**config.mk**
```make
export PLATFORM = sky130hd
export DESIGN_NAME = dma_abort_unit
export DESIGN_NICKNAME = d
export VERILOG_FILES = /design/src/rtl/dma_abort_pkg.sv /design/src/rtl/dma_cancel_req.sv /design/src/rtl/dma_abort_ctrl.sv /design/src/rtl/dma_err_status.sv /design/src/rtl/dma_wb_capture.sv /design/src/rtl/dma_abort_unit.sv
export SDC_FILE = /design/constraint.sdc
export NUM_CORES = 1
export LEC_CHECK = 0
export ABC_AREA = 1
export BUFFER_PORTS_ARGS = -buffer_cell sky130_fd_sc_hd__buf_2
export CORE_MARGIN = 1
export CORE_UTILIZATION = 25
export CTS_CLUSTER_SIZE = 30
export DETAILED_ROUTE_END_ITERATION = 8
export GPL_TIMING_DRIVEN = 0
export MAX_ROUTING_LAYER = met4
export PLACE_DENSITY = 0.56
export REMOVE_ABC_BUFFERS = 1
export SLEW_MARGIN = 5
export SYNTH_ARGS = -nofsm -noshare
export SYNTH_HDL_FRONTEND = slang
export SYNTH_HIERARCHICAL = 1
export SYNTH_SLANG_ARGS = --single-unit
```
**constraint.sdc**
```tcl
create_clock -name clk -period 1.7 [get_ports clk]
set_input_delay 0.085 -clock clk [delete_from_list [all_inputs] [get_ports clk]]
set_output_delay 0.085 -clock clk [all_outputs]
set_load 0.005 [all_outputs]
```
**src/rtl/dma_abort_pkg.sv**
```systemverilog
package dma_abort_pkg;

    // Cause recorded into the status register in a given cycle
    typedef enum logic [1:0] {
        LOG_NONE = 2'd0,
        LOG_SRC  = 2'd1,
        LOG_DST  = 2'd2,
        LOG_ECX  = 2'd3
    } log_kind_e;

    // Deferred end of the active channel
    typedef enum logic [1:0] {
        STOP_NONE     = 2'd0,
        STOP_AFTER_WR = 2'd1,  // read failed on last read: end after write phase
        STOP_AFTER_RD = 2'd2,  // write failed on last write: end after next read phase
        STOP_CANCEL   = 2'd3   // cancel accepted: end after write phase with write-back
    } stop_e;

endpackage

```
**src/rtl/dma_cancel_req.sv**
```systemverilog
module dma_cancel_req (
    input  logic clk,
    input  logic rst_n,
    input  logic cx_req_i,
    input  logic ecx_req_i,
    input  logic ack_i,
    output logic cx_pend_o,
    output logic ecx_pend_o
);
    typedef struct packed {
        logic cx;
        logic ecx;
    } req_t;

    req_t req_d, req_q;

    always_comb begin
        req_d     = req_q;
        if (ack_i) begin
            req_d.cx  = 1'b0;
            req_d.ecx = 1'b0;
        end
        if (cx_req_i)  req_d.cx  = 1'b1;
        if (ecx_req_i) req_d.ecx = 1'b1;
    end

    always_ff @(posedge clk or negedge rst_n) begin
        if (!rst_n) req_q <= '0;
        else        req_q <= req_d;
    end

    assign cx_pend_o  = req_q.cx;
    assign ecx_pend_o = req_q.ecx;


    cx_pend_set_chk: assert property (@(posedge clk) disable iff (!rst_n)
        cx_req_i |=> cx_pend_o);


    pend_clear_chk: assert property (@(posedge clk) disable iff (!rst_n)
        (ack_i && !cx_req_i && !ecx_req_i) |=> (!cx_pend_o && !ecx_pend_o));

endmodule

```
**src/rtl/dma_abort_ctrl.sv**
```systemverilog
module dma_abort_ctrl
    import dma_abort_pkg::*;
#(
    parameter int CHAN_W = 5
) (
    input  logic              clk,
    input  logic              rst_n,
    input  logic              act_i,
    input  logic [CHAN_W-1:0] act_chan_i,
    input  logic              act_irq_en_i,
    input  logic              beat_valid_i,
    input  logic              beat_wr_i,
    input  logic              beat_last_i,
    input  logic              beat_err_i,
    input  logic              seq_final_i,
    input  logic              cx_pend_i,
    input  logic              ecx_pend_i,
    output logic              req_ack_o,
    output logic              wb_take_o,
    output log_kind_e         log_kind_o,
    output logic [CHAN_W-1:0] log_chan_o,
    output logic              log_irq_en_o,
    output logic              term_o,
    output logic              retire_o
);
    typedef struct packed {
        logic              active;
        logic [CHAN_W-1:0] chan;
        logic              irq_en;
        stop_e             stop;
        logic              term;
        logic              retire;
    } ctrl_t;

    ctrl_t     ctl_d, ctl_q;
    logic      ending;
    logic      err_now;
    logic      take;
    logic      ack;
    log_kind_e kind;

    always_comb begin
        ctl_d        = ctl_q;
        ctl_d.term   = 1'b0;
        ctl_d.retire = 1'b0;
        ending       = 1'b0;
        take         = 1'b0;
        ack          = 1'b0;
        kind         = LOG_NONE;
        err_now      = beat_valid_i && beat_err_i;

        if (!ctl_q.active) begin
            // Requests with no channel in service are dropped
            ack = cx_pend_i | ecx_pend_i;
            if (act_i) begin
                ctl_d.active = 1'b1;
                ctl_d.chan   = act_chan_i;
                ctl_d.irq_en = act_irq_en_i;
                ctl_d.stop   = STOP_NONE;
            end
        end else begin
            if (beat_valid_i && !beat_wr_i) begin
                if (beat_err_i) begin
                    kind = LOG_SRC;
                    take = 1'b1;
                    if (!beat_last_i || ctl_q.stop == STOP_AFTER_RD) ending = 1'b1;
                    else                                             ctl_d.stop = STOP_AFTER_WR;
                end else if (beat_last_i && ctl_q.stop == STOP_AFTER_RD) begin
                    ending = 1'b1;
                end
            end else if (beat_valid_i && beat_wr_i) begin
                if (beat_err_i) begin
                    kind = LOG_DST;
                    take = 1'b1;
                    if (!beat_last_i || seq_final_i || ctl_q.stop != STOP_NONE) ending = 1'b1;
                    else                                                       ctl_d.stop = STOP_AFTER_RD;
                end else if (beat_last_i) begin
                    if (ctl_q.stop == STOP_AFTER_WR) begin
                        ending = 1'b1;
                    end else if (ctl_q.stop == STOP_CANCEL) begin
                        ending = 1'b1;
                        take   = 1'b1;
                    end else if (seq_final_i) begin
                        ctl_d.retire = 1'b1;
                        ctl_d.active = 1'b0;
                    end
                end
            end

            // Cancel handling waits for a cycle without a bus error
            if ((cx_pend_i || ecx_pend_i) && !err_now && !ending && !ctl_d.retire) begin
                ack = 1'b1;
                if (ctl_q.stop == STOP_NONE && !seq_final_i) begin
                    if (ecx_pend_i) kind = LOG_ECX;
                    if (beat_valid_i && beat_wr_i && beat_last_i) begin
                        ending = 1'b1;
                        take   = 1'b1;
                    end else begin
                        ctl_d.stop = STOP_CANCEL;
                    end
                end
            end

            if (ending) begin
                ctl_d.term   = 1'b1;
                ctl_d.active = 1'b0;
                ctl_d.stop   = STOP_NONE;
            end
        end
    end

    always_ff @(posedge clk or negedge rst_n) begin
        if (!rst_n) ctl_q <= '0;
        else        ctl_q <= ctl_d;
    end

    assign req_ack_o    = ack;
    assign wb_take_o    = take;
    assign log_kind_o   = kind;
    assign log_chan_o   = ctl_q.chan;
    assign log_irq_en_o = ctl_q.irq_en;
    assign term_o       = ctl_q.term;
    assign retire_o     = ctl_q.retire;


    rd_abort_chk: assert property (@(posedge clk) disable iff (!rst_n)
        (ctl_q.active && beat_valid_i && !beat_wr_i && beat_err_i && !beat_last_i) |=> term_o);


    wr_abort_chk: assert property (@(posedge clk) disable iff (!rst_n)
        (ctl_q.active && beat_valid_i && beat_wr_i && beat_err_i && !beat_last_i) |=> term_o);


    cancel_end_chk: assert property (@(posedge clk) disable iff (!rst_n)
        (ctl_q.active && ctl_q.stop == STOP_CANCEL && beat_valid_i && beat_wr_i
         && beat_last_i && !beat_err_i) |=> (term_o && !retire_o));


    final_cancel_drop_chk: assert property (@(posedge clk) disable iff (!rst_n)
        (ctl_q.active && ctl_q.stop == STOP_NONE && seq_final_i && !beat_valid_i
         && (cx_pend_i || ecx_pend_i)) |=> (ctl_q.stop == STOP_NONE && !term_o));


    retire_origin_chk: assert property (@(posedge clk) disable iff (!rst_n)
        retire_o |-> $past(beat_valid_i && beat_wr_i && beat_last_i && seq_final_i && !beat_err_i));

endmodule

```
**src/rtl/dma_err_status.sv**
```systemverilog
module dma_err_status
    import dma_abort_pkg::*;
#(
    parameter int CHAN_W = 5
) (
    input  logic              clk,
    input  logic              rst_n,
    input  log_kind_e         log_kind_i,
    input  logic [CHAN_W-1:0] log_chan_i,
    input  logic              log_irq_en_i,
    input  logic              clr_i,
    output logic              st_valid_o,
    output logic [CHAN_W-1:0] st_chan_o,
    output logic              st_src_err_o,
    output logic              st_dst_err_o,
    output logic              st_ecx_o,
    output logic              err_irq_o
);
    typedef struct packed {
        logic              valid;
        logic [CHAN_W-1:0] chan;
        logic              src;
        logic              dst;
        logic              ecx;
        logic              irq;
    } stat_t;

    stat_t st_d, st_q;

    always_comb begin
        st_d = st_q;
        if (log_kind_i != LOG_NONE) begin
            st_d.valid = 1'b1;
            st_d.chan  = log_chan_i;
            st_d.src   = (log_kind_i == LOG_SRC);
            st_d.dst   = (log_kind_i == LOG_DST);
            st_d.ecx   = (log_kind_i == LOG_ECX);
            st_d.irq   = st_q.irq | log_irq_en_i;
        end else if (clr_i) begin
            st_d.valid = 1'b0;
            st_d.irq   = 1'b0;
        end
    end

    always_ff @(posedge clk or negedge rst_n) begin
        if (!rst_n) st_q <= '0;
        else        st_q <= st_d;
    end

    assign st_valid_o   = st_q.valid;
    assign st_chan_o    = st_q.chan;
    assign st_src_err_o = st_q.src;
    assign st_dst_err_o = st_q.dst;
    assign st_ecx_o     = st_q.ecx;
    assign err_irq_o    = st_q.irq;


    clear_chk: assert property (@(posedge clk) disable iff (!rst_n)
        (clr_i && log_kind_i == LOG_NONE) |=> (!st_valid_o && !err_irq_o));


    ecx_log_chk: assert property (@(posedge clk) disable iff (!rst_n)
        (log_kind_i == LOG_ECX) |=> (st_valid_o && st_ecx_o && !st_src_err_o
                                     && !st_dst_err_o && st_chan_o == $past(log_chan_i)));


    one_cause_chk: assert property (@(posedge clk) disable iff (!rst_n)
        st_valid_o |-> $onehot({st_src_err_o, st_dst_err_o, st_ecx_o}));

endmodule

```
**src/rtl/dma_wb_capture.sv**
```systemverilog
module dma_wb_capture #(
    parameter int ADDR_W   = 32,
    parameter int NBYTES_W = 16
) (
    input  logic                clk,
    input  logic                rst_n,
    input  logic                take_i,
    input  logic [ADDR_W-1:0]   cur_src_i,
    input  logic [ADDR_W-1:0]   cur_dst_i,
    input  logic [NBYTES_W-1:0] cur_nbytes_i,
    output logic                wb_valid_o,
    output logic [ADDR_W-1:0]   wb_src_o,
    output logic [ADDR_W-1:0]   wb_dst_o,
    output logic [NBYTES_W-1:0] wb_nbytes_o
);
    typedef struct packed {
        logic                valid;
        logic [ADDR_W-1:0]   src;
        logic [ADDR_W-1:0]   dst;
        logic [NBYTES_W-1:0] nbytes;
    } wb_t;

    wb_t wb_d, wb_q;

    always_comb begin
        wb_d       = wb_q;
        wb_d.valid = take_i;
        if (take_i) begin
            wb_d.src    = cur_src_i;
            wb_d.dst    = cur_dst_i;
            wb_d.nbytes = cur_nbytes_i;
        end
    end

    always_ff @(posedge clk or negedge rst_n) begin
        if (!rst_n) wb_q <= '0;
        else        wb_q <= wb_d;
    end

    assign wb_valid_o  = wb_q.valid;
    assign wb_src_o    = wb_q.src;
    assign wb_dst_o    = wb_q.dst;
    assign wb_nbytes_o = wb_q.nbytes;


    wb_value_chk: assert property (@(posedge clk) disable iff (!rst_n)
        take_i |=> (wb_valid_o && wb_src_o == $past(cur_src_i)
                    && wb_dst_o == $past(cur_dst_i) && wb_nbytes_o == $past(cur_nbytes_i)));


    wb_hold_chk: assert property (@(posedge clk) disable iff (!rst_n)
        !take_i |=> (!wb_valid_o && $stable(wb_src_o)));

endmodule

```
**src/rtl/dma_abort_unit.sv**
```systemverilog
module dma_abort_unit
    import dma_abort_pkg::*;
#(
    parameter int NUM_CHAN = 32,
    parameter int ADDR_W   = 32,
    parameter int NBYTES_W = 16,
    localparam int CHAN_W  = (NUM_CHAN > 1) ? $clog2(NUM_CHAN) : 1
) (
    input  logic                clk,
    input  logic                rst_n,
    input  logic                act_i,
    input  logic [CHAN_W-1:0]   act_chan_i,
    input  logic                act_irq_en_i,
    input  logic                beat_valid_i,
    input  logic                beat_wr_i,
    input  logic                beat_last_i,
    input  logic                beat_err_i,
    input  logic                seq_final_i,
    input  logic [ADDR_W-1:0]   cur_src_i,
    input  logic [ADDR_W-1:0]   cur_dst_i,
    input  logic [NBYTES_W-1:0] cur_nbytes_i,
    input  logic                cx_req_i,
    input  logic                ecx_req_i,
    input  logic                st_clr_i,
    output logic                cx_pend_o,
    output logic                ecx_pend_o,
    output logic                term_o,
    output logic                retire_o,
    output logic                wb_valid_o,
    output logic [ADDR_W-1:0]   wb_src_o,
    output logic [ADDR_W-1:0]   wb_dst_o,
    output logic [NBYTES_W-1:0] wb_nbytes_o,
    output logic                st_valid_o,
    output logic [CHAN_W-1:0]   st_chan_o,
    output logic                st_src_err_o,
    output logic                st_dst_err_o,
    output logic                st_ecx_o,
    output logic                err_irq_o
);
    logic              req_ack;
    logic              wb_take;
    log_kind_e         log_kind;
    logic [CHAN_W-1:0] log_chan;
    logic              log_irq_en;

    dma_cancel_req u_req (
        .clk        (clk),
        .rst_n      (rst_n),
        .cx_req_i   (cx_req_i),
        .ecx_req_i  (ecx_req_i),
        .ack_i      (req_ack),
        .cx_pend_o  (cx_pend_o),
        .ecx_pend_o (ecx_pend_o)
    );

    dma_abort_ctrl #(.CHAN_W(CHAN_W)) u_ctrl (
        .clk          (clk),
        .rst_n        (rst_n),
        .act_i        (act_i),
        .act_chan_i   (act_chan_i),
        .act_irq_en_i (act_irq_en_i),
        .beat_valid_i (beat_valid_i),
        .beat_wr_i    (beat_wr_i),
        .beat_last_i  (beat_last_i),
        .beat_err_i   (beat_err_i),
        .seq_final_i  (seq_final_i),
        .cx_pend_i    (cx_pend_o),
        .ecx_pend_i   (ecx_pend_o),
        .req_ack_o    (req_ack),
        .wb_take_o    (wb_take),
        .log_kind_o   (log_kind),
        .log_chan_o   (log_chan),
        .log_irq_en_o (log_irq_en),
        .term_o       (term_o),
        .retire_o     (retire_o)
    );

    dma_err_status #(.CHAN_W(CHAN_W)) u_stat (
        .clk          (clk),
        .rst_n        (rst_n),
        .log_kind_i   (log_kind),
        .log_chan_i   (log_chan),
        .log_irq_en_i (log_irq_en),
        .clr_i        (st_clr_i),
        .st_valid_o   (st_valid_o),
        .st_chan_o    (st_chan_o),
        .st_src_err_o (st_src_err_o),
        .st_dst_err_o (st_dst_err_o),
        .st_ecx_o     (st_ecx_o),
        .err_irq_o    (err_irq_o)
    );

    dma_wb_capture #(.ADDR_W(ADDR_W), .NBYTES_W(NBYTES_W)) u_wb (
        .clk          (clk),
        .rst_n        (rst_n),
        .take_i       (wb_take),
        .cur_src_i    (cur_src_i),
        .cur_dst_i    (cur_dst_i),
        .cur_nbytes_i (cur_nbytes_i),
        .wb_valid_o   (wb_valid_o),
        .wb_src_o     (wb_src_o),
        .wb_dst_o     (wb_dst_o),
        .wb_nbytes_o  (wb_nbytes_o)
    );


    end_excl_chk: assert property (@(posedge clk) disable iff (!rst_n)
        !(term_o && retire_o));

endmodule

```
==> impl_metrics.json <==
{
  "outcome": "complete, but fails checks",
  "failed_checks": "negative setup slack",
  "syn_area_um2": 4250,
  "grt_usage_pct": 15.9,
  "final_common_cell": "nand2_1",
  "period_share_pct": 108,
  "insertion_delay_ps": 350,
  "slew_headroom_pct": 70.7,
  "skew_ps": 12.8,
  "fin_nets": 870,
  "ys_ff_latch": 104,
  "hold_ws_ps": 48.9,
  "endpoint": "u_stat/st_dst_err_o",
  "htreeDepth": 3,
  "ant_nets": 0,
  "antenna_found_initial": 0,
  "startpoint": "u_ctrl/ctl_q[3]",
  "reg2reg_depth": 11,
  "synth.distinct_cells": 23,
  "seq_area_um2": 2600,
  "rows": 47,
  "cts.root.buffer_cell": "clkbuf_16",
  "drt-total-wl_um": 13100,
  "setup_violations": 90,
  "slowest_delay_ps": 440,
  "min_path_type": "in -> reg",
  "worst_ep_arrival_time_ps": 2110,
  "worst-path-stages": 11,
  "cp_num_buf_inv": 3,
  "crit_fanout": 4,
  "ff2ff_setup_slack_ps": -140,
  "routabilityCongestion": 0.765,
  "antennaDiodeCount": 0,
  "power.total_uw": 10300,
  "ys_seq_area_share_pct": 61.2,
  "layout_common_cells": "280 x nand2_1, 190 x buf_2, 103 x dfrtp_1, 90 x dlygate4sd3_1, 15 x inv_1",
  "r2r_end": "u_stat/st_dst_err_o",
  "fmax_mhz": 544,
  "fin_crit_ps": 1840,
  "area_growth_pct": 62.9,
  "r2r-start": "u_ctrl/ctl_q[3]",
  "power_density_nw_per_um2": 1490,
  "port_buffers": 191,
  "crit_chain": "inv_2 > nand3_4 > nor2_4 > nor2_2 > nor2_4 > buf_4 > nand3b_1 > a21oi_4 > buf_4 > nor2_1 > nor2_1",
  "cp-end-kind": "flop",
  "initial_core_util_pct": 25.6,
  "maxCapViolCount": 0,
  "cpLargestDelayFamily": "simple AND/OR/NAND/NOR gates",
  "setup_slack_ps": -137,
  "cts_buffers": 9,
  "clk_path_buf_depth": 2,
  "vias": 4084,
  "p_leak_uw": 0.00381,
  "cp.required_ps": 1980,
  "worstSetupPathType": "reg -> reg",
  "layout-drive-gt1-share_pct": 33.9,
  "clk_pin_slew_ps": 70,
  "dpl.hpwl_um": 7120,
  "cts_sinks": 104,
  "dp_slack_ps": -801,
  "grt_pass1_vias": 4136,
  "remaining_drc_errors": 0,
  "cts_tree": "done",
  "multi_input_area_um2": 1460,
  "min-delay-start": "act_i",
  "fill_cells": 1666,
  "slowest_stage": "dfrtp_2",
  "first_pass_iters": 4,
  "first_iter_violations": 162,
  "wl_per_cell_um": 13.2,
  "grt_max_degree": 65,
  "netlist_instances": 482,
  "peakVddDrop_mv": 0.584,
  "tightest_slew_ps": 437,
  "rsz0062_at_grt": "yes",
  "overflow": 0,
  "syn_area_per_cell_um2": 8.82,
  "viasPerCell": 4.09,
  "grt_pass1_wl_um": 21000,
  "die_height_um": 132,
  "finalMaxSlewViolations": 0,
  "coreArea_um2": 16600,
  "die-area_um2": 17500,
  "worstSetupStartpointType": "flop",
  "hold_viol_final": 0,
  "pin_count": 192,
  "ys_warn_count": 6,
  "fp.dieW_um": 132
}
-- worst reg2reg max path: stages, from the launching register on --
cell and delay (ps):
dfrtp_2 440, inv_2 100, nand3_4 90, nor2_4 110, nor2_2 50, nor2_4 100, buf_4 130, nand3b_1 190
a21oi_4 300, buf_4 170, nor2_1 40, nor2_1 70
-- cell usage after synthesis --
cell type / instances / area [um2]
nand2_1: 286 / 1070
dfrtp_1: 104 / 2600
inv_1: 16 / 60.1
nor2_1: 11 / 41.3
buf_6: 9 / 101
buf_2: 8 / 40.0
a21oi_1: 7 / 35.0
mux2_2: 6 / 67.6
nand3_1: 6 / 30.0
buf_4: 5 / 37.5
inv_2: 5 / 18.8
nor2_2: 5 / 31.3
nand2_2: 3 / 18.8
nor2_4: 2 / 22.5
a21oi_4: 1 / 16.3
a31oi_1: 1 / 6.26
clkinv_1: 1 / 3.75
inv_6: 1 / 8.76
nand3_2: 1 / 10.0
nand3b_1: 1 / 7.51
nor3_1: 1 / 5.00
o21ai_0: 1 / 5.00
o21ai_2: 1 / 8.76
-- what timing repair did --
action	4_1_cts	5_1_grt
pin swaps	6	8
hold buffers	90	0
setup buffers	10	4
endpoints found under the hold margin	130	0
endpoints found under the setup margin	91	93
gates resized for setup	31	10
cloned	5	2
-- area by class of cell --
cell class                      count  area share [%]
Clock buffer                       11            3.51
Clock inverter                      5           0.885
Inverter                           23            1.48
Multi-Input combinational cell    333            21.0
Sequential cell                   104            37.6
Tap cell                          220            3.98
Timing Repair Buffer              298            30.5
Timing Repair inverter              4           0.994
-- state kept, by name (all words and copies together), names as in the netlist --
| register | flops |
|---|---|
| u_ctrl/ctl_q | 3 |
| u_ctrl/log_chan_o | 5 |
| u_ctrl/log_irq_en_o | 1 |
| u_ctrl/retire_o | 1 |
| u_ctrl/term_o | 1 |
| u_req/cx_pend_o | 1 |
| u_req/ecx_pend_o | 1 |
| u_stat/err_irq_o | 1 |
| u_stat/st_chan_o | 5 |
| u_stat/st_dst_err_o | 1 |
| u_stat/st_ecx_o | 1 |
| u_stat/st_src_err_o | 1 |
| u_stat/st_valid_o | 1 |
| u_wb/wb_dst_o | 32 |
| u_wb/wb_nbytes_o | 16 |
| u_wb/wb_src_o | 32 |
| u_wb/wb_valid_o | 1 |
-- worst min path at each step --
stage,endpoint,slack (ps),depth (start not counted)
after floorplan,u_ctrl/ctl_q[10],-210,0
after global placement,u_req/cx_pend_o,280,3
after detailed placement,u_req/ecx_pend_o,30,1
after CTS,u_ctrl/ctl_q[2],20,4
after global routing,u_ctrl/ctl_q[2],50,4
final,u_ctrl/ctl_q[3],50,4
-- through the flow --
stage	cell area [um2]	util, %	TNS [ps]	instances
after floorplan	4070	-	-266820	460
after global placement	5300	32.0	-601860	871
after detailed placement	5390	32.5	-64440	874
after CTS	6880	41.5	-10030	995
after global routing	6920	41.8	-20730	998
final	6920	41.8	-9580	998
-- layer usage --
layer | wire length, um | track usage [%] | vias up
met5 | 0 | - | -
met4 | 272 | 7.15 | 0
met3 | 691 | 3.52 | 19
met2 | 6350 | 25.7 | 146
met1 | 5820 | 18.8 | 1880
li1 | - | - | 2039
-- kinds of logic after synthesis --
family	after synthesis	share of synthesized area, %
AO/OA/AOI/OAI	11	1.68
buffers and inverters	45	6.36
flip-flops	104	61.2
multiplexers	6	1.59
AND/OR/NAND/NOR	316	29.2
-- where the power goes --
| part | switching, uW | total (uW) | leakage [uW] | internal (uW) |
|---|---|---|---|---|
| combinational | 2040 | 3850 | 0.00237 | 1810 |
| sequential | 635 | 4310 | 0.00129 | 3670 |
| clock | 939 | 2140 | 0.000151 | 1200 |
| total | 3610 | 10300 | 0.00381 | 6690 |
Power figures use the tool's default switching activity.
